===== src/rtl/aux_framer_pkg.sv =====
// Package: shared types for the AUX request framer.
// Assumes action codes are fixed by the request source (see brief, R5).
package aux_framer_pkg;

    typedef enum logic [1:0] {
        ACT_READ      = 2'd0,
        ACT_WRITE     = 2'd1,
        ACT_READ_MOT  = 2'd2,
        ACT_WRITE_MOT = 2'd3
    } act_e;

    typedef enum logic [1:0] {
        ST_IDLE = 2'd0,
        ST_HDR  = 2'd1,
        ST_PAY  = 2'd2,
        ST_GO   = 2'd3
    } fst_e;

    typedef struct packed {
        logic [3:0]  cmd;
        logic [19:0] addr;
        logic        i2c;
        act_e        act;
    } req_hdr_t;

endpackage


===== src/rtl/aux_write_class.sv =====
// Module: aux_write_class
// Decides whether a request carries payload bytes. Only native write,
// I2C write and I2C write-with-middle-of-transaction qualify.
// Assumes: purely combinational, inputs stable while framing.
module aux_write_class
    import aux_framer_pkg::*;
(
    input  logic i2c,
    input  act_e act,
    output logic is_wr
);

    // Classify the transfer type and action pair.
    always_comb begin
        if (i2c) begin
            is_wr = (act == ACT_WRITE) || (act == ACT_WRITE_MOT);
        end else begin
            is_wr = (act == ACT_WRITE);
        end
    end

endmodule


===== src/rtl/aux_hdr_pack.sv =====
// Module: aux_hdr_pack
// Produces the header/length byte for a given buffer index, the index of
// the last non-payload byte, and the total frame byte count.
// Assumes len has already been checked against the payload limit.
module aux_hdr_pack
    import aux_framer_pkg::*;
#(
    parameter int LEN_W = 8,
    parameter int CNT_W = 5
) (
    input  req_hdr_t         hdr,
    input  logic [LEN_W-1:0] len,
    input  logic             is_wr,
    input  logic [CNT_W-1:0] idx,
    output logic [7:0]       hdr_byte,
    output logic [CNT_W-1:0] hdr_last,
    output logic [CNT_W-1:0] total
);

    localparam logic [LEN_W-1:0] LEN_ONE = LEN_W'(1);

    logic             has_len;
    logic [CNT_W-1:0] len_c;
    logic [LEN_W-1:0] len_m1;

    // Derive the length-related terms.
    always_comb begin
        has_len = (len != '0);
        len_c   = CNT_W'(len);
        len_m1  = len - LEN_ONE;
    end

    // Select the header byte for the current index.
    always_comb begin
        case (idx)
            CNT_W'(0): hdr_byte = {hdr.cmd, hdr.addr[19:16]};
            CNT_W'(1): hdr_byte = hdr.addr[15:8];
            CNT_W'(2): hdr_byte = hdr.addr[7:0];
            default:   hdr_byte = 8'(len_m1);
        endcase
    end

    // Compute the last header index and the frame byte count.
    always_comb begin
        hdr_last = has_len ? CNT_W'(3) : CNT_W'(2);
        total    = (has_len ? CNT_W'(4) : CNT_W'(3)) + (is_wr ? len_c : '0);
    end

endmodule


===== src/rtl/aux_frame_seq.sv =====
// Module: aux_frame_seq
// Sequencer: walks the header bytes, then the payload bytes under a
// valid/ready handshake, then raises go for one cycle.
// Assumes start is only asserted while idle and len is within limits.
module aux_frame_seq
    import aux_framer_pkg::*;
#(
    parameter int LEN_W = 8,
    parameter int CNT_W = 5
) (
    input  logic             clk,
    input  logic             rst_n,
    input  logic             start,
    input  logic             is_wr,
    input  logic [LEN_W-1:0] len,
    input  logic [CNT_W-1:0] hdr_last,
    input  logic             pl_valid,
    output logic             pl_ready,
    output logic             wr_en,
    output logic [CNT_W-1:0] idx,
    output logic             go,
    output logic             busy
);

    localparam logic [LEN_W-1:0] LEN_ONE = LEN_W'(1);

    fst_e             st;
    logic [LEN_W-1:0] pcnt;
    logic             pay_last;

    // Detect the final payload byte.
    always_comb begin
        pay_last = (pcnt == (len - LEN_ONE));
    end

    // State, index and payload counter update.
    always_ff @(posedge clk) begin
        if (!rst_n) begin
            st   <= ST_IDLE;
            idx  <= '0;
            pcnt <= '0;
        end else begin
            case (st)
                ST_IDLE: begin
                    if (start) begin
                        st   <= ST_HDR;
                        idx  <= '0;
                        pcnt <= '0;
                    end
                end
                ST_HDR: begin
                    idx <= idx + CNT_W'(1);
                    if (idx == hdr_last) begin
                        st <= (is_wr && (len != '0)) ? ST_PAY : ST_GO;
                    end
                end
                ST_PAY: begin
                    if (pl_valid) begin
                        idx  <= idx + CNT_W'(1);
                        pcnt <= pcnt + LEN_ONE;
                        if (pay_last) begin
                            st <= ST_GO;
                        end
                    end
                end
                default: begin
                    st <= ST_IDLE;
                end
            endcase
        end
    end

    // Decode outputs from the state.
    always_comb begin
        pl_ready = (st == ST_PAY);
        wr_en    = (st == ST_HDR) || ((st == ST_PAY) && pl_valid);
        go       = (st == ST_GO);
        busy     = (st != ST_IDLE);
    end

    p_go_pulse_r7: assert property (@(posedge clk) disable iff (!rst_n)
        go |=> !go);

    p_go_ends_busy_r9: assert property (@(posedge clk) disable iff (!rst_n)
        go |=> !busy);

    p_payload_write_only_r5: assert property (@(posedge clk) disable iff (!rst_n)
        pl_ready |-> is_wr);

    p_write_in_frame_r6: assert property (@(posedge clk) disable iff (!rst_n)
        wr_en |-> busy);

endmodule


===== src/rtl/aux_req_framer.sv =====
// Module: aux_req_framer (top)
// Accepts one AUX request at a time, checks its length, captures it and
// drives the header/length/payload bytes into a transmit buffer, then
// pulses go with the byte count.
// Assumes the payload source holds pl_data stable while pl_valid is high
// and pl_ready is low.
module aux_req_framer
    import aux_framer_pkg::*;
#(
    parameter int MAX_LEN = 16,
    parameter int LEN_W   = 8,
    parameter int CNT_W   = $clog2(MAX_LEN + 5)
) (
    input  logic             clk,
    input  logic             rst_n,
    input  logic             req_valid,
    input  logic [3:0]       req_cmd,
    input  logic [19:0]      req_addr,
    input  logic             req_i2c,
    input  logic [1:0]       req_action,
    input  logic [LEN_W-1:0] req_len,
    input  logic [7:0]       pl_data,
    input  logic             pl_valid,
    output logic             pl_ready,
    output logic             buf_we,
    output logic [CNT_W-1:0] buf_addr,
    output logic [7:0]       buf_wdata,
    output logic [CNT_W-1:0] byte_cnt,
    output logic             go,
    output logic             busy,
    output logic             len_err
);

    localparam logic [LEN_W-1:0] LEN_LIMIT = LEN_W'(MAX_LEN);

    req_hdr_t         req_q;
    logic [LEN_W-1:0] len_q;
    logic             len_bad;
    logic             accept;
    logic             is_wr;
    logic [7:0]       hdr_byte;
    logic [CNT_W-1:0] hdr_last;
    logic [CNT_W-1:0] total;
    logic [CNT_W-1:0] cnt_q;
    logic             err_q;

    // Qualify an incoming strobe.
    always_comb begin
        len_bad = (req_len > LEN_LIMIT);
        accept  = req_valid && !busy && !len_bad;
    end

    // Capture the request on acceptance.
    always_ff @(posedge clk) begin
        if (!rst_n) begin
            req_q <= '0;
            len_q <= '0;
        end else if (accept) begin
            req_q <= '{cmd: req_cmd, addr: req_addr, i2c: req_i2c,
                       act: act_e'(req_action)};
            len_q <= req_len;
        end
    end

    // Flag an oversized request for one cycle.
    always_ff @(posedge clk) begin
        if (!rst_n) begin
            err_q <= 1'b0;
        end else begin
            err_q <= req_valid && !busy && len_bad;
        end
    end

    // Latch the frame byte count while the first header byte is written.
    always_ff @(posedge clk) begin
        if (!rst_n) begin
            cnt_q <= '0;
        end else if (buf_we && (buf_addr == '0)) begin
            cnt_q <= total;
        end
    end

    aux_write_class u_class (
        .i2c   (req_q.i2c),
        .act   (req_q.act),
        .is_wr (is_wr)
    );

    aux_hdr_pack #(.LEN_W(LEN_W), .CNT_W(CNT_W)) u_pack (
        .hdr      (req_q),
        .len      (len_q),
        .is_wr    (is_wr),
        .idx      (buf_addr),
        .hdr_byte (hdr_byte),
        .hdr_last (hdr_last),
        .total    (total)
    );

    aux_frame_seq #(.LEN_W(LEN_W), .CNT_W(CNT_W)) u_seq (
        .clk      (clk),
        .rst_n    (rst_n),
        .start    (accept),
        .is_wr    (is_wr),
        .len      (len_q),
        .hdr_last (hdr_last),
        .pl_valid (pl_valid),
        .pl_ready (pl_ready),
        .wr_en    (buf_we),
        .idx      (buf_addr),
        .go       (go),
        .busy     (busy)
    );

    // Drive the buffer data and the status outputs.
    always_comb begin
        buf_wdata = pl_ready ? pl_data : hdr_byte;
        byte_cnt  = cnt_q;
        len_err   = err_q;
    end

    p_count_matches_writes_r4: assert property (@(posedge clk) disable iff (!rst_n)
        go |-> (buf_addr == byte_cnt));

    p_err_no_frame_r8: assert property (@(posedge clk) disable iff (!rst_n)
        len_err |-> (!busy && !buf_we));

    p_busy_needs_accept_r9: assert property (@(posedge clk) disable iff (!rst_n)
        $rose(busy) |-> $past(req_valid));

endmodule


===== config.mk =====
export PLATFORM = sky130hd
export DESIGN_NAME = aux_req_framer
export DESIGN_NICKNAME = d
export VERILOG_FILES = /design/src/rtl/aux_framer_pkg.sv /design/src/rtl/aux_write_class.sv /design/src/rtl/aux_hdr_pack.sv /design/src/rtl/aux_frame_seq.sv /design/src/rtl/aux_req_framer.sv
export SDC_FILE = /design/constraint.sdc
export NUM_CORES = 1
export LEC_CHECK = 0
export BUFFER_PORTS_ARGS = -buffer_cell sky130_fd_sc_hd__buf_2
export CAP_MARGIN = 15
export CORE_MARGIN = 2
export CORE_UTILIZATION = 59
export DETAILED_ROUTE_END_ITERATION = 12
export PLACE_DENSITY = 0.9
export SYNTH_ARGS = -nofsm -noshare
export SYNTH_HDL_FRONTEND = slang
export SYNTH_SLANG_ARGS = --single-unit

===== constraint.sdc =====
create_clock -name clk -period 7 [get_ports clk]
set_clock_uncertainty 0.05 [all_clocks]
set_input_delay 1.75 -clock clk [delete_from_list [all_inputs] [get_ports clk]]
set_output_delay 1.75 -clock clk [all_outputs]
set_load 0.05 [all_outputs]

==> results.cfg, run 1 <==
[placement]
hpwl_um = 5420
port_buffers = 69
placed_cells = 506
gp_congestion = 0.910

[timing]
final.setup.tns_ns = 0
hold_viol = 0
fmax_mhz = 230
rsz0062_at_grt = no
layout_worst_path_cycle_share_pct = 62.2
slew_viol_final = 0
finalSetupViolCount = 0
relSlewSlack_pct = 37.1
tightest_slew_ns = 0.944
post-route-min-period_ns = 4.36

[power]
p_int_mw = 0.558
powerDensity_nw_per_um2 = 239
p_leak_nw = 1.56
p_switching_mw = 0.317
pwr-share-clk_pct = 28.3
power_mw = 0.875
ir_drop_uv = 134
comb_power_share_pct = 32.4
swShare_pct = 36.2
seq_power_share_pct = 39.4

[synth]
ys_types = 50
synth_top_area_cell = dfxtp_1
synth.top_cell.area_share_pct = 35.3
syn_area_um2 = 3170
synth_nets = 449
yosysSeqAreaShare_pct = 35.3
ys_async_sr_fraction_pct = 0
synth_ff_type = dfxtp_1
synth-warning-count = 0
post_synth.cell_area_avg_um2 = 8.20
synthTopCellsByCount = 81 x nand2_1, 56 x dfxtp_1, 35 x a21boi_0
synth_edf_count = 0
ys_ff_latch = 56
syn-instance-count = 387
yosysMostFrequentCell = nand2_1
ys_top_cells_by_area = dfxtp_1 35%, nand2_1 9.6%, a21boi_0 8.3%, ha_1 5.5%, xnor2_1 4.4%

[finish]
final_util_pct = 71.4
n_antenna_cell = 0
layout-drive-gt1-share_pct = 19.8
fin_nets = 506
area_growth_pct = 15.7
final_cells = 514

[critical_path]
cp_max_fo = 8
timing.rr.end = byte_cnt[4]$_SDFFE_PN0P_
r2r_slack_ns = 4.24
worstPathArrival_ns = 2.56
r2r_start = len_q[0]$_SDFFE_PN0P_
reg2reg_depth = 12
worstSetupEndpointType = output port
cp.required_ns = 5.20
startpoint = u_seq.idx[0]$_SDFFE_PN0P_
crit_type = reg2out
startpoint_type = flop
crit_end = buf_wdata[3]

[min_path]
hp-start = req_q[2]$_SDFFE_PN0P_
hold_class = reg2reg
hold_depth = 2

[floorplan]
die_area_um2 = 5980
fp-row-count = 26
start_util_pct = 61.7
num_io_pins = 70
die_w_um = 77.3
die_h_um = 77.3
core_area_um2 = 5140

[run_status]
status = finished, final reports clean

[drt]
avgRoutedWirePerCell_um = 14.6
drc = 0
vias = 2818
drt_iter0_drc = 178
drt-pass1-iter-count = 4
routed_via_density = 5.48
drtAntennaViolNets = 0
wl_um = 7490

[clock_network]
clk_pin_slew_ns = 0.10
cts_setup_buffers = 0
cts_tree = built
clk_path_buf_depth = 2
cts-resized-gates = 0
htree_levels = 2
clkLatencyLatePin_ns = 0.32
cts_root_buffer = clkbuf_8
cts_sinks = 56
cts_made_buffers = 5
ctsHoldBuffers = 0

[grt]
grt_pass1_wl_um = 12900
grt_max_degree = 52
grt_pass1_vias = 2783
antenna_found_initial = 0
grt_overflow = 0
grt_use_total_pct = 26.2

[run]
maxCapViolations = 0
==> critical path: stages, from the launching register on <==
cell	delay, ns
dfxtp_1	0.42
inv_1	0.14
ha_1	0.23
and2_0	0.29
a22o_1	0.30
a2111oi_0	0.53
a21oi_1	0.07
buf_2	0.25
==> registers in the layout (all words and copies together), names as in the netlist <==
| signal | count |
|---|---|
| req_q | 27 |
| len_q | 8 |
| u_seq.pcnt | 8 |
| byte_cnt | 5 |
| u_seq.idx | 5 |
| u_seq.st | 2 |
| len_err | 1 |
==> how the worst min path moves through the flow <==
stage                                         to  slack, ns
after detailed placement  req_q[22]$_SDFFE_PN0P_       0.41
final                      req_q[2]$_SDFFE_PN0P_       0.42
after CTS                 req_q[22]$_SDFFE_PN0P_       0.42
after floorplan            req_q[0]$_SDFFE_PN0P_       0.39
after global routing      req_q[18]$_SDFFE_PN0P_       0.45
after global placement    req_q[22]$_SDFFE_PN0P_       0.40
==> through the flow <==
stage / setup WS (ns) / hold slack, ns / cell area (um2)
6_report: 2.64 / 0.423 / 3670
5_1_grt: 2.38 / 0.452 / 3670
4_1_cts: 2.63 / 0.423 / 3650
3_5_place_dp: 2.83 / 0.409 / 3520
3_3_place_gp: 2.88 / 0.399 / 3520
2_1_floorplan: 2.65 / 0.390 / 3170
==> per-layer routing <==
layer	up-vias	global-route usage [%]	wire (um)
met2	65	44.4	3690
met4	0	7.50	84
met5	-	0	0
met3	8	4.47	332
met1	1320	34.3	3380
li1	1425	-	-
==> layout by cell type (no fill, tap or decap), types with 2 or more instances in the layout <==
master     count
mux2i_1        4
nor2_2         2
inv_1         20
a2111oi_0      8
nand2_1       81
dfxtp_1       56
nand2b_1       2
o21a_1         2
a22o_1         8
nor3_1         4
o21ai_0        3
o22ai_1        2
nor2b_1        9
and2_1         9
nor3b_1        2
buf_2         69
and3_1         4
nor2_1        21
nand4_1        6
a21oi_1       13
nand3_1        9
xnor2_1       16
xor2_1        11
bufinv_16      2
clkbuf_8       5
a21o_1         3
a21boi_0      35
ha_1          14
==> kinds of logic (layout without fill, tap and decap cells) <==
logic type / count (synthesis) / in the layout / synth area share [%]
AO/OA/AOI/OAI: 87 / 87 / 21.1
AND/OR/NAND/NOR: 157 / 157 / 23.5
multiplexers: 4 / 4 / 1.26
XOR/XNOR: 27 / 27 / 7.46
flip-flops: 56 / 56 / 35.3
buffers and inverters: 41 / 98 / 5.21
adder cells (fa/ha/maj): 15 / 15 / 6.15
==> power by group through the flow <==
stage	combinational (mW)	clock, mW	sequential, mW
after floorplan	0.189	0	0.376
after global placement	0.273	0	0.351
after detailed placement	0.280	0	0.352
after CTS	0.282	0.249	0.345
after global routing	0.304	0.262	0.347
final	0.283	0.248	0.345
==> cell type report <==
type,count,area [um2]
Inverter,20,75.1
Tap cell,70,87.6
Timing Repair Buffer,71,368
Clock buffer,5,68.8
Fill cell,422,1470
Clock inverter,2,60.1
Sequential cell,56,1120
Multi-Input combinational cell,290,1890
Note: power is estimated with default switching activity, not from simulation.
==> run 2: changes to the inputs <==
Settings changed: CORE_UTILIZATION 59 to 49, PLACE_DENSITY 0.9 to 0.8.
Clock period 7 ns to 3.55 ns, I/O delays scaled along.
==> run 2 against run 1 <==
Net effect: routed wire length down 1.6%; non-clock buffer count unchanged; hold slack about the same; worst setup slack lost 2.5 ns; utilization decreased by 13 points; flip-flop and latch count unchanged; sequential share of layout area is 0.10 points lower; largest cell class unchanged; highest routed layer unchanged.
==> results.cfg, run 2 (synthesis results as in run 1) <==
[timing]
fmax_mhz = 290
rsz0062_at_grt = yes
post-route-min-period_ns = 3.45
hold_ws_ns = 0.423
layout_worst_path_cycle_share_pct = 97.2
hold_viol = 0
tightest_slew_ns = 0.972
relSlewSlack_pct = 35.2
finalSetupViolCount = 0
final.setup.tns_ns = 0
slew_viol_final = 0
setup_ws_ns = 0.0988

[floorplan]
start_util_pct = 50.2
die_h_um = 84.5
die_area_um2 = 7130
core_area_um2 = 6310
fp-row-count = 29
num_io_pins = 70
die_w_um = 84.5

[critical_path]
path_buf_inv = 2
cp.required_ns = 2.61
worstPathArrival_ns = 2.51
crit_family = compound AO/OA/AOI/OAI gates
cpPeakStageDelay_ns = 0.49
cp_max_fo = 8
crit_path_cell_trace = inv_1 -> ha_1 -> and2_0 -> a22o_1 -> a2111oi_0 -> a21oi_1 -> buf_2
crit_type = reg2out
startpoint_type = flop
worstSetupEndpointType = output port
reg2reg_depth = 12
crit_path_top_delay_cell = a2111oi_0
crit_cells = 7

[finish]
n_antenna_cell = 0
final_util_pct = 58.3
largest_reg_flops = 27
layout-drive-gt1-share_pct = 20.0
stdcell_area_um2 = 3680
registers.top_by_ff_count = req_q
mostFrequentLayoutCells = 81 x nand2_1, 69 x buf_2, 56 x dfxtp_1
mostFrequentLayoutCell = nand2_1
area_growth_pct = 16.1
fin_nets = 506
final_cells = 521
reg_top3 = req_q: 27 flops, len_q: 8 flops, u_seq.pcnt: 8 flops

[drt]
drt_iter0_drc = 189
drtAntennaViolNets = 0
vias = 2804
routed_via_density = 5.38
avgRoutedWirePerCell_um = 14.2
wl_um = 7380
drc = 0
drt-pass1-iter-count = 4

[placement]
gp_congestion = 0.894
hpwl_um = 5470
placed_cells = 514
pre_cts_slack_ns = 0.441
place_area_um2 = 3540
port_buffers = 69

[clock_network]
cts_tree = built
clk_path_buf_depth = 2
cts_sinks = 56
cts_root_buffer = clkbuf_8
htree_levels = 2
clk_pin_slew_ns = 0.10
ctsHoldBuffers = 0
cts_made_buffers = 5
cts-resized-gates = 0
cts_setup_buffers = 0
clkLatencyLatePin_ns = 0.31

[run_status]
status = finished, final reports clean

[min_path]
hold_class = reg2reg
hold_depth = 2

[run]
maxCapViolations = 0

[power]
powerDensity_nw_per_um2 = 467
p_leak_nw = 1.56
power_mw = 1.72
ir_drop_uv = 305

[grt]
grt_overflow = 0
grt_pass1_vias = 2664
grt_pass1_wl_um = 12500
antenna_found_initial = 0
grt_max_degree = 52
grt_use_total_pct = 21.4
-- run 2: path summary, 6_finish.rpt --
| path | start | to | slack [ns] |
|---|---|---|---|
| max | u_seq.idx[0]$_SDFFE_PN0P_ | buf_wdata[3] | 0.1 |
| min | req_q[3]$_SDFFE_PN0P_ | req_q[3]$_SDFFE_PN0P_ | 0.42 |
| max reg2reg | len_q[0]$_SDFFE_PN0P_ | byte_cnt[4]$_SDFFE_PN0P_ | 0.74 |
| min reg2reg | req_q[3]$_SDFFE_PN0P_ | req_q[3]$_SDFFE_PN0P_ | 0.42 |
-- run 2: area by class of cell --
class	instances	area, um2
tap	77	96.3
sequential	56	1120
fill	585	2630
clock inverter	2	60.1
clock buffer	5	68.8
inverter	20	75.1
multi-input combinational	290	1900
timing repair buffer	71	360
-- run 2: tightest hold or removal path: stages, from the launching register on --
cell      delay, ns
dfxtp_1        0.32
nand2_1        0.05
a21boi_0       0.06
-- run 2: metal layers --
metal	GRT usage, %	part of all wire [%]	vias up
li1	-	-	1423
met1	28.7	47	1304
met2	35.5	47	68
met3	3.74	4.5	9
met4	6.20	1.3	0
met5	0	0	-
-- run 2: report_power, final --
part	leakage, nW	internal [mW]	switching [mW]	total (mW)
clock network	0.0642	0.278	0.202	0.480
logic	1.05	0.169	0.391	0.559
registers	0.452	0.657	0.0236	0.680
==> run 3: changes to the inputs <==
Settings changed: CORE_MARGIN 2 to not set.
==> run 3 against run 2 <==
Net effect: routed wire length down 1.6%; utilization up 1.4 points; first-iteration DRC count down 6.9%; final cell count down 0.38%; worst setup slack better by 0.059 ns; register-to-register slack better by 0.04 ns; sequential share of layout area up 0.37 points; total power down 8.1%; global-route usage up 1.6 points; combinational power about the same; non-clock buffer count unchanged; sequential power about the same.
==> results.cfg, run 3 (synthesis results as in run 1) <==
[run_status]
status = finished, final reports clean

[grt]
grt_use_total_pct = 23.0
grt_pass1_vias = 2550
grt_overflow = 0
antenna_found_initial = 0
grt_max_degree = 52
grt_pass1_wl_um = 11900

[clock_network]
htree_levels = 2
clkLatencyLatePin_ns = 0.31
clk_pin_slew_ns = 0.10
cts_sinks = 56
cts_tree = built
cts_made_buffers = 5
clk_path_buf_depth = 2
cts_root_buffer = clkbuf_8
ctsHoldBuffers = 0

[floorplan]
die_area_um2 = 6800
fp-row-count = 28
start_util_pct = 52.0
die_h_um = 82.5
num_io_pins = 70
core_area_um2 = 6100
die_w_um = 82.5

[critical_path]
crit_cells = 7
crit_path_top_delay_cell = a2111oi_0
cp_max_fo = 9
cpPeakStageDelay_ns = 0.46
worstPathArrival_ns = 2.45
reg2reg_depth = 12
path_buf_inv = 2
crit_path_cell_trace = inv_1 -> ha_1 -> and2_1 -> a22o_1 -> a2111oi_0 -> a21oi_1 -> buf_2
timing.rr.end = byte_cnt[4]$_SDFFE_PN0P_
r2r_slack_ns = 0.78
crit_end = buf_wdata[0]
cp.required_ns = 2.61
crit_type = reg2out
worstSetupEndpointType = output port
startpoint_type = flop
crit_family = compound AO/OA/AOI/OAI gates
r2r_start = len_q[0]$_SDFFE_PN0P_
startpoint = u_seq.idx[0]$_SDFFE_PN0P_

[finish]
stdcell_area_um2 = 3640
multiInputGateArea_um2 = 1910
mostFrequentLayoutCells = 81 x nand2_1, 69 x buf_2, 56 x dfxtp_1
n_antenna_cell = 0
registers.top_by_ff_count = req_q
largest_reg_flops = 27
reg_top3 = req_q: 27 flops, len_q: 8 flops, u_seq.pcnt: 8 flops
num-fill-cells = 565
layout-drive-gt1-share_pct = 20.3
final_cells = 519
mostFrequentLayoutCell = nand2_1
final_util_pct = 59.7
area_growth_pct = 14.7
fin_nets = 506
ff_latch_area_um2 = 1120

[drt]
drt_iter0_drc = 176
avgRoutedWirePerCell_um = 14.0
vias = 2812
drc = 0
routed_via_density = 5.42
drtAntennaViolNets = 0
wl_um = 7260
drt-pass1-iter-count = 4

[power]
comb_power_share_pct = 35.3
p_leak_nw = 1.54
power_mw = 1.58
pwr-share-clk_pct = 21.7
powerDensity_nw_per_um2 = 435
p_int_mw = 0.961
swShare_pct = 39.2
seq_power_share_pct = 42.9
ir_drop_uv = 297
p_switching_mw = 0.620

[placement]
placed_cells = 512
port_buffers = 69
gp_congestion = 0.921
hpwl_um = 5360
place_area_um2 = 3540

[run]
maxCapViolations = 0

[min_path]
hp-start = req_q[8]$_SDFFE_PN0P_
hold_depth = 2
hold_class = reg2reg

[timing]
post-route-min-period_ns = 3.39
hold_viol = 0
rsz0062_at_grt = yes
finalSetupViolCount = 0
final.setup.tns_ns = 0
fmax_mhz = 295
tightest_slew_ns = 1.00
relSlewSlack_pct = 33.0
layout_worst_path_cycle_share_pct = 95.5
slew_viol_final = 0
==> run 3: metal layers <==
metal,vias up,track usage [%],share of wire [%]
met1,1311,32.1,47
met4,0,7.02,0.73
met3,5,3.08,4.9
li1,1422,-,-
met5,-,0,0
met2,74,36.5,47
==> run 3: timing repair <==
action | 4_1_cts | 5_1_grt
hold endpoints to repair | 0 | 0
endpoints found under the setup margin | 0 | 6
buffers inserted | 0 | 0
gates resized for setup | 0 | 8
==> run 3: tightest hold or removal path: cells and delay by family, from the launching register on <==
kind	cells	cell delay, ns
AO/OA/AOI/OAI	1	0.06
flip-flops	1	0.32
AND/OR/NAND/NOR	1	0.04
==> run 3: stage by stage <==
step | setup slack (ns) | hold slack (ns)
6_report | 0.158 | 0.421
5_1_grt | -0.000838 | 0.443
4_1_cts | 0.0657 | 0.424
3_5_place_dp | 0.433 | 0.409
3_3_place_gp | 0.500 | 0.403
2_1_floorplan | 0.203 | 0.390
==> run 3: worst min-delay path by stage <==
stage	end	slack [ns]
floorplan	req_q[0]$_SDFFE_PN0P_	0.39
global placement	req_q[26]$_SDFFE_PN0P_	0.40
detailed placement	req_q[22]$_SDFFE_PN0P_	0.41
CTS	req_q[22]$_SDFFE_PN0P_	0.42
global route	req_q[18]$_SDFFE_PN0P_	0.44
finish	req_q[8]$_SDFFE_PN0P_	0.42
==> run 3: layout make-up <==
| type | instances | share of cell area [%] |
|---|---|---|
| clock inverters | 2 | 0.344 |
| clock buffers | 5 | 1.89 |
| repair buffers | 71 | 9.91 |
| well taps | 75 | 2.58 |
| multi-input cells | 290 | 52.4 |
| inverters | 20 | 2.06 |
| flip-flops and latches | 56 | 30.8 |
==> run 3: power groups by stage <==
| stage | registers (mW) | logic [mW] | clock network, mW |
|---|---|---|---|
| after detailed placement | 0.693 | 0.550 | 0 |
| after CTS | 0.678 | 0.553 | 0.344 |
| final | 0.679 | 0.558 | 0.344 |
| after global placement | 0.692 | 0.543 | 0 |
| after global routing | 0.683 | 0.606 | 0.370 |
| after floorplan | 0.741 | 0.372 | 0 |
